$ cat src/rtl/ide_bm_pkg.sv
package ide_bm_pkg;

    localparam int PTR_W  = 32;
    localparam int BYTE_W = 8;

    typedef enum logic [1:0] {
        SZ_BYTE = 2'd0,
        SZ_HALF = 2'd1,
        SZ_WORD = 2'd2
    } acc_size_e;

    localparam logic [2:0] OFF_CMD  = 3'd0;
    localparam logic [2:0] OFF_VND0 = 3'd1;
    localparam logic [2:0] OFF_STAT = 3'd2;
    localparam logic [2:0] OFF_VND1 = 3'd3;

    localparam logic [7:0] CMD_KEEP   = 8'h09;
    localparam logic [7:0] STAT_PLAIN = 8'h60;
    localparam logic [7:0] STAT_W1C   = 8'h06;
    localparam logic [7:0] STAT_RO    = 8'h01;

    localparam int ST_ACTIVE = 0;
    localparam int ST_ERR    = 1;
    localparam int ST_IRQ    = 2;

    typedef struct packed {
        logic [7:0]       cmd;
        logic [7:0]       stat;
        logic [PTR_W-1:0] ptr;
        logic [PTR_W-1:0] cur;
        logic             start;
        logic             cancel;
    } chan_regs_t;

endpackage

$ cat src/rtl/ide_bm_ptr_merge.sv
module ide_bm_ptr_merge
    import ide_bm_pkg::*;
(
    input  logic [PTR_W-1:0] old_val,
    input  logic [PTR_W-1:0] wdata,
    input  logic [1:0]       lane,
    input  logic [1:0]       size,
    output logic [PTR_W-1:0] merged
);
    localparam int SHIFT_W = $clog2(PTR_W);

    logic [PTR_W-1:0]   mask_base;
    logic [PTR_W-1:0]   mask;
    logic [PTR_W-1:0]   data_sh;
    logic [SHIFT_W-1:0] shamt;

    always_comb begin
        case (size)
            SZ_BYTE: mask_base = {{(PTR_W-8){1'b0}}, 8'hFF};
            SZ_HALF: mask_base = {{(PTR_W-16){1'b0}}, 16'hFFFF};
            default: mask_base = '1;
        endcase
        if (size == SZ_BYTE || size == SZ_HALF) begin
            shamt = SHIFT_W'({lane, 3'b000});
        end else begin
            shamt = '0;
        end
        mask    = mask_base << shamt;
        data_sh = wdata << shamt;
        merged  = ((old_val & ~mask) | (data_sh & mask)) & ~PTR_W'(3);
    end

endmodule

$ cat src/rtl/ide_bm_chan.sv
module ide_bm_chan
    import ide_bm_pkg::*;
(
    input  logic             clk,
    input  logic             rst_n,
    input  logic             wr_en,
    input  logic [2:0]       off,
    input  logic [1:0]       wr_size,
    input  logic [PTR_W-1:0] wr_data,
    input  logic             set_irq,
    input  logic             set_err,
    output logic [7:0]       cmd_o,
    output logic [7:0]       stat_o,
    output logic [PTR_W-1:0] ptr_o,
    output logic [PTR_W-1:0] cur_o,
    output logic             start_o,
    output logic             cancel_o
);
    chan_regs_t       r_d, r_q;
    logic [PTR_W-1:0] ptr_merged;
    logic [7:0]       wbyte;

    assign wbyte = wr_data[7:0];

    ide_bm_ptr_merge u_merge (
        .old_val (r_q.ptr),
        .wdata   (wr_data),
        .lane    (off[1:0]),
        .size    (wr_size),
        .merged  (ptr_merged)
    );

    always_comb begin
        r_d        = r_q;
        r_d.start  = 1'b0;
        r_d.cancel = 1'b0;
        if (wr_en) begin
            if (off == OFF_CMD) begin
                r_d.cmd = wbyte & CMD_KEEP;
                if (!wbyte[0]) begin
                    r_d.cancel          = 1'b1;
                    r_d.stat[ST_ACTIVE] = 1'b0;
                end else if (!r_q.stat[ST_ACTIVE]) begin
                    r_d.stat[ST_ACTIVE] = 1'b1;
                    r_d.start           = 1'b1;
                end
            end else if (off == OFF_STAT) begin
                r_d.stat = (wbyte & STAT_PLAIN)
                         | (r_q.stat & STAT_RO)
                         | (r_q.stat & ~wbyte & STAT_W1C);
            end else if (off[2]) begin
                r_d.ptr = ptr_merged;
                r_d.cur = ptr_merged;
            end
        end
        if (set_irq) r_d.stat[ST_IRQ] = 1'b1;
        if (set_err) r_d.stat[ST_ERR] = 1'b1;
    end

    always_ff @(posedge clk or negedge rst_n) begin
        if (!rst_n) begin
            r_q        <= '0;
            r_q.cancel <= 1'b1;
        end else begin
            r_q <= r_d;
        end
    end

    assign cmd_o    = r_q.cmd;
    assign stat_o   = r_q.stat;
    assign ptr_o    = r_q.ptr;
    assign cur_o    = r_q.cur;
    assign start_o  = r_q.start;
    assign cancel_o = r_q.cancel;

    a_r3_stop_cancels: assert property (@(posedge clk) disable iff (!rst_n)
        (wr_en && off == OFF_CMD && !wbyte[0]) |=> (cancel_o && !stat_o[ST_ACTIVE]));

    a_r4_start_when_idle: assert property (@(posedge clk) disable iff (!rst_n)
        (wr_en && off == OFF_CMD && wbyte[0] && !stat_o[ST_ACTIVE]) |=> (start_o && stat_o[ST_ACTIVE]));

    a_r4_no_restart: assert property (@(posedge clk) disable iff (!rst_n)
        (wr_en && off == OFF_CMD && wbyte[0] && stat_o[ST_ACTIVE]) |=> !start_o);

    a_r5_active_held: assert property (@(posedge clk) disable iff (!rst_n)
        (wr_en && off == OFF_STAT) |=> (stat_o[ST_ACTIVE] == $past(stat_o[ST_ACTIVE])));

    a_r7_cur_tracks: assert property (@(posedge clk) disable iff (!rst_n)
        (wr_en && off[2]) |=> (cur_o == ptr_o));

    a_r8_irq_set_wins: assert property (@(posedge clk) disable iff (!rst_n)
        set_irq |=> stat_o[ST_IRQ]);

    a_r8_err_set_wins: assert property (@(posedge clk) disable iff (!rst_n)
        set_err |=> stat_o[ST_ERR]);

endmodule

$ cat src/rtl/ide_bm_regs.sv
module ide_bm_regs
    import ide_bm_pkg::*;
#(
    parameter int N_CHAN = 2
) (
    input  logic                      clk,
    input  logic                      rst_n,
    input  logic                      wr_en,
    input  logic [3:0]                addr,
    input  logic [1:0]                wr_size,
    input  logic [31:0]               wr_data,
    output logic [31:0]               rd_data,
    input  logic                      vendor_en,
    input  logic [31:0]               vnd_rdata,
    output logic [3:0]                vnd_wstrb,
    output logic [7:0]                vnd_wdata,
    input  logic [1:0]                eng_set_irq,
    input  logic [1:0]                eng_set_err,
    output logic [1:0]                start_pulse,
    output logic [1:0]                cancel,
    output logic [63:0]               cur_ptr
);
    localparam int N_SLOT = 2 * N_CHAN;

    logic [2:0]       off;
    logic             ch_sel;
    logic [7:0]       cmd_v  [N_CHAN];
    logic [7:0]       stat_v [N_CHAN];
    logic [PTR_W-1:0] ptr_v  [N_CHAN];
    logic [PTR_W-1:0] cur_v  [N_CHAN];
    logic [1:0]       slot_idx;

    assign off      = addr[2:0];
    assign ch_sel   = addr[3];
    assign slot_idx = {ch_sel, off[1]};

    for (genvar c = 0; c < N_CHAN; c++) begin : g_chan
        ide_bm_chan u_chan (
            .clk      (clk),
            .rst_n    (rst_n),
            .wr_en    (wr_en && (ch_sel == c[0])),
            .off      (off),
            .wr_size  (wr_size),
            .wr_data  (wr_data),
            .set_irq  (eng_set_irq[c]),
            .set_err  (eng_set_err[c]),
            .cmd_o    (cmd_v[c]),
            .stat_o   (stat_v[c]),
            .ptr_o    (ptr_v[c]),
            .cur_o    (cur_v[c]),
            .start_o  (start_pulse[c]),
            .cancel_o (cancel[c])
        );
        assign cur_ptr[c*PTR_W +: PTR_W] = cur_v[c];
    end

    always_comb begin
        vnd_wstrb = '0;
        vnd_wdata = wr_data[7:0];
        if (wr_en && vendor_en && (off == OFF_VND0 || off == OFF_VND1)) begin
            vnd_wstrb[slot_idx] = 1'b1;
        end
    end

    always_comb begin
        rd_data = '0;
        case (off)
            OFF_CMD:  rd_data[7:0] = cmd_v[ch_sel];
            OFF_STAT: rd_data[7:0] = stat_v[ch_sel];
            OFF_VND0, OFF_VND1: begin
                if (vendor_en) rd_data[7:0] = vnd_rdata[slot_idx*8 +: 8];
                else           rd_data[7:0] = 8'hFF;
            end
            default:  rd_data = ptr_v[ch_sel] >> {off[1:0], 3'b000};
        endcase
    end

    a_r9_no_strobe_disabled: assert property (@(posedge clk) disable iff (!rst_n)
        !vendor_en |-> (vnd_wstrb == '0));

    a_r9_strobe_onehot: assert property (@(posedge clk) disable iff (!rst_n)
        $onehot0(vnd_wstrb));

    a_r1_start_onehot: assert property (@(posedge clk) disable iff (!rst_n)
        $onehot0(start_pulse));

    initial assert (N_SLOT == 4) else $error("vendor slot count must be 4");

endmodule

$ cat config.mk
export PLATFORM = sky130hd
export DESIGN_NAME = ide_bm_regs
export DESIGN_NICKNAME = d
export VERILOG_FILES = /design/src/rtl/ide_bm_pkg.sv /design/src/rtl/ide_bm_ptr_merge.sv /design/src/rtl/ide_bm_chan.sv /design/src/rtl/ide_bm_regs.sv
export SDC_FILE = /design/constraint.sdc
export NUM_CORES = 1
export LEC_CHECK = 0
export BUFFER_PORTS_ARGS = -buffer_cell sky130_fd_sc_hd__buf_2
export CORE_ASPECT_RATIO = 0.5
export CORE_MARGIN = 2
export CORE_UTILIZATION = 30
export CTS_BUF_LIST = sky130_fd_sc_hd__clkbuf_4
export DETAILED_ROUTE_END_ITERATION = 10
export PLACE_DENSITY = 0.57
export SYNTH_ARGS = -nofsm -noshare
export SYNTH_HDL_FRONTEND = slang
export SYNTH_SLANG_ARGS = --single-unit
export TNS_END_PERCENT = 10
$ cat constraint.sdc
create_clock -name clk -period 3.3 [get_ports clk]
set_clock_uncertainty 0.15 [all_clocks]
set_input_delay 0.66 -clock clk [delete_from_list [all_inputs] [get_ports clk]]
set_output_delay 0.66 -clock clk [all_outputs]
set_load 0.005 [all_outputs]
==> impl_metrics.py, run 1 <==
metrics = {
    "synth": {
        "ys_ff_latch": 78,
        "synth_edf_count": 0,
        "synth_area_sq_um": 5130,
        "synthDistinctLibCells": 46,
        "yosysWarnings": 0,
        "synth.yosys.seq_area_share": 0.381,
        "synthFlopType": "dfrtp_1",
        "synthArstFlopShare": 1.00,
        "syn-instance-count": 491,
        "synth.avg_cell_area_sq_um": 10.4,
    },
    "worst_setup_path": {
        "start_kind": "input pin",
        "required_ns": 2.49,
        "crit_path_end_kind": "output port",
        "cp.arrival_ns": 2.22,
        "crit_fanout": 18,
        "ff2ff_setup_slack_ns": 2.25,
        "reg2reg_depth": 1,
        "worstSetupPathType": "input pin to output port",
    },
    "clock_tree": {
        "cts-resized-gates": 0,
        "cts-root-buf": "clkbuf_4",
        "numCtsBuffers": 9,
        "cts_setup_buffers": 0,
        "cts-htree-levels": 3,
        "clock_latency_ns": 0.47,
        "cts_tree": "built",
        "cts_hold_buf": 0,
        "path_clk_slew_ns": 0.12,
        "cts_sinks": 78,
        "clockBufferDepth": 2,
    },
    "power": {
        "power.total_mw": 3.00,
        "p_per_area_nw_per_um2": 474,
        "power_frac_clock": 0.202,
        "leakage_nw": 3.06,
        "combPwrFrac": 0.331,
        "internal_power_mw": 1.91,
        "switching_share": 0.364,
        "p_sw_mw": 1.09,
        "peakVddDrop_mv": 0.144,
        "seqPwrFrac": 0.467,
    },
    "floorplan": {
        "core-area_sq_um": 16600,
        "die_x_um": 189,
        "core.rowCount": 33,
        "ios": 190,
        "dieArea_sq_um": 18200,
        "die_height_um": 96.5,
        "start_util": 0.310,
    },
    "routing": {
        "viasPerCell": 5.21,
        "drt_iter0_markers": 406,
        "wirelength_um": 18600,
        "first_pass_iters": 6,
        "routedWlPerCell_um": 20.8,
        "drcViolationCount": 0,
        "vias": 4652,
        "ant_nets": 0,
    },
    "grt": {
        "grt_antenna_before_repair": 0,
        "gr-total-overflow": 0,
        "grt_pass1_vias": 4532,
        "grt_pass1_wl_um": 27000,
        "grt_use_total": 0.202,
        "grt_max_degree": 79,
    },
    "run_status": {
        "status": "completed",
    },
    "timing": {
        "tightest_slew_ns": 1.25,
        "rsz0062_at_grt": "no",
        "period_share": 0.919,
        "maxSlewViolCount": 0,
        "fmaxAchievable_mhz": 330,
        "setup_viol": 0,
        "finalHoldViolCount": 0,
        "min_period_ns": 3.03,
        "relSlewSlack": 0.164,
        "setup_tns_ns": 0,
    },
    "layout": {
        "fin_nets": 739,
        "diodes": 0,
        "area_delta_synth_final_pct": 23.2,
        "drive_gt1_frac": 0.456,
    },
    "placement": {
        "gp_congestion": 0.827,
        "port_buffers": 185,
        "dp_hpwl_um": 14400,
    },
    "min_path": {
        "holdCritPathClass": "input pin to async pin",
    },
    "run": {
        "drv_cap": 0,
    },
}
==> through the flow <==
stage / std cells / util / area (sq um) / hold WS, ns / setup slack (ns)
finish: 893 / 0.382 / 6320 / 0.172 / 0.268
global route: 893 / 0.382 / 6320 / 0.204 / 0.172
CTS: 893 / 0.382 / 6320 / 0.205 / 0.268
detailed placement: 877 / 0.373 / 6180 / 0.313 / 0.272
global placement: 877 / 0.373 / 6180 / 0.317 / 0.288
floorplan: 494 / - / 5140 / 0.214 / 0.737
==> critical path, cell delays in order <==
cell and delay, ns:
buf_4 0.29, buf_4 0.24, mux4_2 0.56, a221o_1 0.33
buf_2 0.13
==> cells in the final DEF (no fill, tap or decap), types with 3 or more instances in the layout <==
master    instances
o21ai_0          33
a221o_1           3
a22o_1            8
nor2b_1          11
a22oi_1           7
and3_1            8
a31oi_1           7
nand2_1          66
buf_4            23
nor2_1           35
buf_2           183
nand3_1          11
mux4_2           25
o21ai_1           7
nand2b_1          5
dfrtp_1          76
a21o_1            4
a21oi_1          12
conb_1            4
clkbuf_4          9
a221oi_1          5
inv_1             3
mux2_2           42
a222oi_1          8
mux2i_1          32
==> per-layer routing <==
| metal | vias up | routed length [um] | global-route usage |
|---|---|---|---|
| met1 | 2324 | 8440 | 0.268 |
| met3 | 32 | 866 | 0.0390 |
| li1 | 2137 | - | - |
| met4 | 0 | 396 | 0.0710 |
| met2 | 159 | 8910 | 0.335 |
| met5 | - | 0 | 0 |
==> cell usage after synthesis (2+ instances only) <==
cell | count | area share
nand2_2 | 2 | 0.0024
nand3_1 | 11 | 0.011
a22o_1 | 8 | 0.014
a22oi_1 | 7 | 0.010
mux4_2 | 25 | 0.11
mux2i_1 | 32 | 0.062
a31o_2 | 2 | 0.0034
o211ai_1 | 2 | 0.0029
and3_1 | 8 | 0.0098
nand2b_1 | 5 | 0.0061
nor3b_1 | 2 | 0.0029
a222oi_1 | 8 | 0.016
dfrtp_1 | 76 | 0.37
nor2b_1 | 11 | 0.013
o31ai_4 | 2 | 0.0083
a221oi_2 | 2 | 0.0059
o21ai_0 | 33 | 0.032
buf_4 | 22 | 0.032
buf_2 | 15 | 0.015
o21ai_1 | 7 | 0.0068
a21o_1 | 4 | 0.0059
a221oi_1 | 5 | 0.0085
nand2_1 | 66 | 0.048
a31oi_1 | 7 | 0.0085
a221o_1 | 3 | 0.0059
clkbuf_1 | 6 | 0.0044
nor2_2 | 2 | 0.0024
dfstp_2 | 2 | 0.010
buf_6 | 8 | 0.018
a211oi_1 | 2 | 0.0029
nand4_1 | 2 | 0.0024
mux2_2 | 42 | 0.092
a21oi_1 | 12 | 0.012
inv_1 | 3 | 0.0022
and3b_1 | 2 | 0.0034
nor2_1 | 35 | 0.026
==> power by group through the flow <==
stage | clock (mW) | combinational, mW | sequential [mW]
floorplan | 0 | 0.559 | 1.33
global placement | 0 | 0.987 | 1.42
detailed placement | 0 | 0.998 | 1.42
CTS | 0.617 | 1.00 | 1.40
global route | 0.659 | 1.09 | 1.42
finish | 0.605 | 0.993 | 1.40
==> final cells by class <==
| cell class | count | area (sq um) |
|---|---|---|
| well taps | 227 | 284 |
| multi-input cells | 360 | 2810 |
| repair buffers | 207 | 1110 |
| clock buffers | 9 | 67.6 |
| flip-flops and latches | 78 | 1950 |
| clock inverters | 7 | 73.8 |
| inverters | 5 | 18.8 |
| fillers | 1687 | 10200 |
==> cell families after synthesis <==
family,after synthesis,synth area share
DFF,78,0.381
AOI/OAI and AO/OA,107,0.148
muxes,100,0.267
other,1,0.000731
and+or+nand+nor,149,0.131
buffers and inverters,56,0.0725
==> how the worst max path moves through the flow <==
stage	from	to	slack, ns	depth (start not counted)
detailed placement	addr[3]	rd_data[4]	0.27	5
finish	addr[3]	rd_data[7]	0.27	5
CTS	addr[3]	rd_data[7]	0.27	5
floorplan	addr[3]	rd_data[7]	0.74	4
global route	addr[3]	rd_data[5]	0.17	6
global placement	addr[3]	rd_data[4]	0.29	5
No activity file was read; power rests on OpenSTA's default activity.
==> run 2, diff against run 1 <==
PLACE_DENSITY = not set   (was 0.57)
SYNTH_HIERARCHICAL = 1   (was not set)
==> run 2 against run 1 <==
Compared with the run above:
- fmax is 1.9% lower
- hold slack worse by 0.091 ns
- first-iteration DRC count grew 16%
- highest routed layer unchanged
- setup slack worse by 0.058 ns
- largest cell class unchanged
==> impl_metrics.py, run 2 <==
metrics = {
    "synth": {
        "synth_top_area_frac": 0.268,
        "synth.yosys.seq_area_share": 0.275,
        "synth.avg_cell_area_sq_um": 9.69,
        "synth_edf_count": 0,
        "synthFlopType": "dfrtp_1",
        "synth_area_leaders": "dfrtp_1 27%, mux2_2 15%, buf_4 9.6%, mux2i_1 5.9%, nand3b_1 3.3%",
        "yosysWarnings": 6,
        "synth_area_leader_cell": "dfrtp_1",
        "yosys-top-cells-count": "97 x mux2_2, 96 x buf_4, 80 x dfrtp_1, 44 x mux2i_1, 33 x nand3b_1",
        "syn-instance-count": 771,
        "synthArstFlopShare": 1.00,
        "ys_ff_latch": 82,
        "synth.most_common_cell": "mux2_2",
        "synthDistinctLibCells": 52,
        "synth_area_sq_um": 7470,
    },
    "worst_setup_path": {
        "required_ns": 2.49,
        "crit_start": "addr[3]",
        "cp.arrival_ns": 2.28,
        "critPathBufInv": 3,
        "worstPathCellList": "buf_2, buf_12, mux4_2, o22ai_1, a21oi_1, buf_2",
        "crit_family": "buffers and inverters",
        "crit_fanout": 36,
        "cpPeakStageDelay_ns": 0.53,
        "worstSetupPathType": "input pin to output port",
        "start_kind": "input pin",
        "cp_slowest_cell": "mux4_2",
        "cpMostUsedCell": "buf_2",
        "crit_path_end_kind": "output port",
        "r2r_start": "g_chan[1].u_chan/cur_o[24]$_DFFE_PN0P_",
    },
    "floorplan": {
        "die_height_um": 116,
        "ios": 190,
        "start_util": 0.308,
        "die_x_um": 227,
        "core-area_sq_um": 24200,
        "core.rowCount": 40,
        "dieArea_sq_um": 26300,
    },
    "layout": {
        "fin_nets": 933,
        "area_delta_synth_final_pct": 10.0,
        "design_area_sq_um": 8220,
        "largest_register_ffs": 64,
        "final_cell_mix": "187 x buf_2, 97 x mux2_2, 80 x dfrtp_1",
        "drive_gt1_frac": 0.420,
        "final_common_cell": "buf_2",
    },
    "run": {
        "drv_cap": 0,
    },
    "routing": {
        "ant_nets": 0,
        "first_pass_iters": 5,
        "wirelength_um": 25500,
        "routedWlPerCell_um": 21.3,
        "vias": 6290,
        "drt_iter0_markers": 471,
        "drcViolationCount": 0,
        "viasPerCell": 5.25,
    },
    "clock_tree": {
        "path_clk_slew_ns": 0.17,
        "cts_hold_buf": 0,
        "cts_tree": "built",
        "clock_latency_ns": 0.46,
        "clockBufferDepth": 2,
        "cts_setup_buffers": 0,
        "cts-htree-levels": 3,
        "numCtsBuffers": 9,
        "cts-root-buf": "clkbuf_4",
        "cts-resized-gates": 0,
        "cts_sinks": 82,
    },
    "grt": {
        "gr-total-overflow": 0,
        "grt_use_total": 0.192,
        "grt_antenna_before_repair": 1,
        "grt_pass1_vias": 6204,
        "grt_max_degree": 88,
        "grt_pass1_wl_um": 37700,
    },
    "min_path": {
        "holdCritPathClass": "input pin to async pin",
    },
    "placement": {
        "dpl_cell_area_sq_um": 8080,
        "gp_congestion": 0.889,
        "dp_hpwl_um": 18400,
        "port_buffers": 189,
    },
    "timing": {
        "setup_viol": 0,
        "period_share": 0.936,
        "min_period_ns": 3.09,
        "fmaxAchievable_mhz": 324,
        "tightest_slew_ns": 0.771,
        "relSlewSlack": 0.486,
        "maxSlewViolCount": 0,
        "rsz0062_at_grt": "no",
        "setup_tns_ns": 0,
        "timing.hold.ws_ns": 0.0807,
        "finalHoldViolCount": 0,
    },
    "power": {
        "peakVddDrop_mv": 0.157,
        "p_per_area_nw_per_um2": 452,
        "leakage_nw": 3.65,
    },
    "run_status": {
        "status": "completed",
    },
}
[run 2: changes by cell type after synthesis, sizes merged, moves of 16 or more]
cell	change
nand2	-37
nand3b	+33
buf	+92
mux2	+82
nor4	+18
o21ai	-35
or2	+18
o22ai	+31
nand2b	+16
[run 2: power by group]
group | switching [mW] | internal (mW)
combinational | 0.703 | 0.784
sequential | 0.373 | 1.25
clock | 0.431 | 0.176
[run 2: final cells by class]
cell class | count | area [sq um]
flip-flops and latches | 82 | 2050
multi-input cells | 547 | 4410
repair buffers | 209 | 1180
clock buffers | 9 | 67.6
diodes | 1 | 2.50
clock inverters | 7 | 65.1
fillers | 2526 | 16000
inverters | 6 | 22.5
well taps | 336 | 420
[run 2: kinds of logic after synthesis]
kind of cell    synth area share
other cells              0.00201
simple gates               0.145
buf+inv                    0.144
mux                        0.283
compound gates             0.151
flops                      0.275
[run 2: final timing paths]
check                                                          to  slack [ns]  cells past startpoint
max in group asynchronous   g_chan[1].u_chan/cmd_o[0]$_DFFE_PN0P_        2.25                      2
min reg2reg                    g_chan[1].u_chan/start_o$_DFF_PN0_        0.36                      1
max reg2reg                g_chan[1].u_chan/cur_o[24]$_DFFE_PN0P_        1.70                      4
min in group clk           g_chan[0].u_chan/stat_o[2]$_DFFE_PN0P_        0.28                      3
min                        g_chan[0].u_chan/cur_o[28]$_DFFE_PN0P_        0.08                      1
max                                                    rd_data[5]        0.21                      6
[run 2: per-layer routing]
layer / global-route usage / up-vias / wire length, um
met4: 0.0627 / 0 / 621
met2: 0.344 / 195 / 13300
met3: 0.0467 / 49 / 1410
met1: 0.229 / 3130 / 10200
met5: 0 / - / 0
li1: - / 2916 / -
[run 2: stage by stage]
stage	total power, mW	cells	utilization	worst slack (ns)
after floorplan	2.68	789	-	0.791
after global placement	3.10	1180	0.334	0.191
after detailed placement	3.13	1180	0.334	0.150
after CTS	3.74	1196	0.339	0.152
after global routing	3.96	1197	0.339	0.103
final	3.72	1197	0.339	0.210
[run 2: worst reg2reg max path, stage by stage, from the launching register on]
cell	delay, ns
dfrtp_1	0.51
or2_2	0.31
a21oi_1	0.18
o31ai_1	0.10
mux2_2	0.27
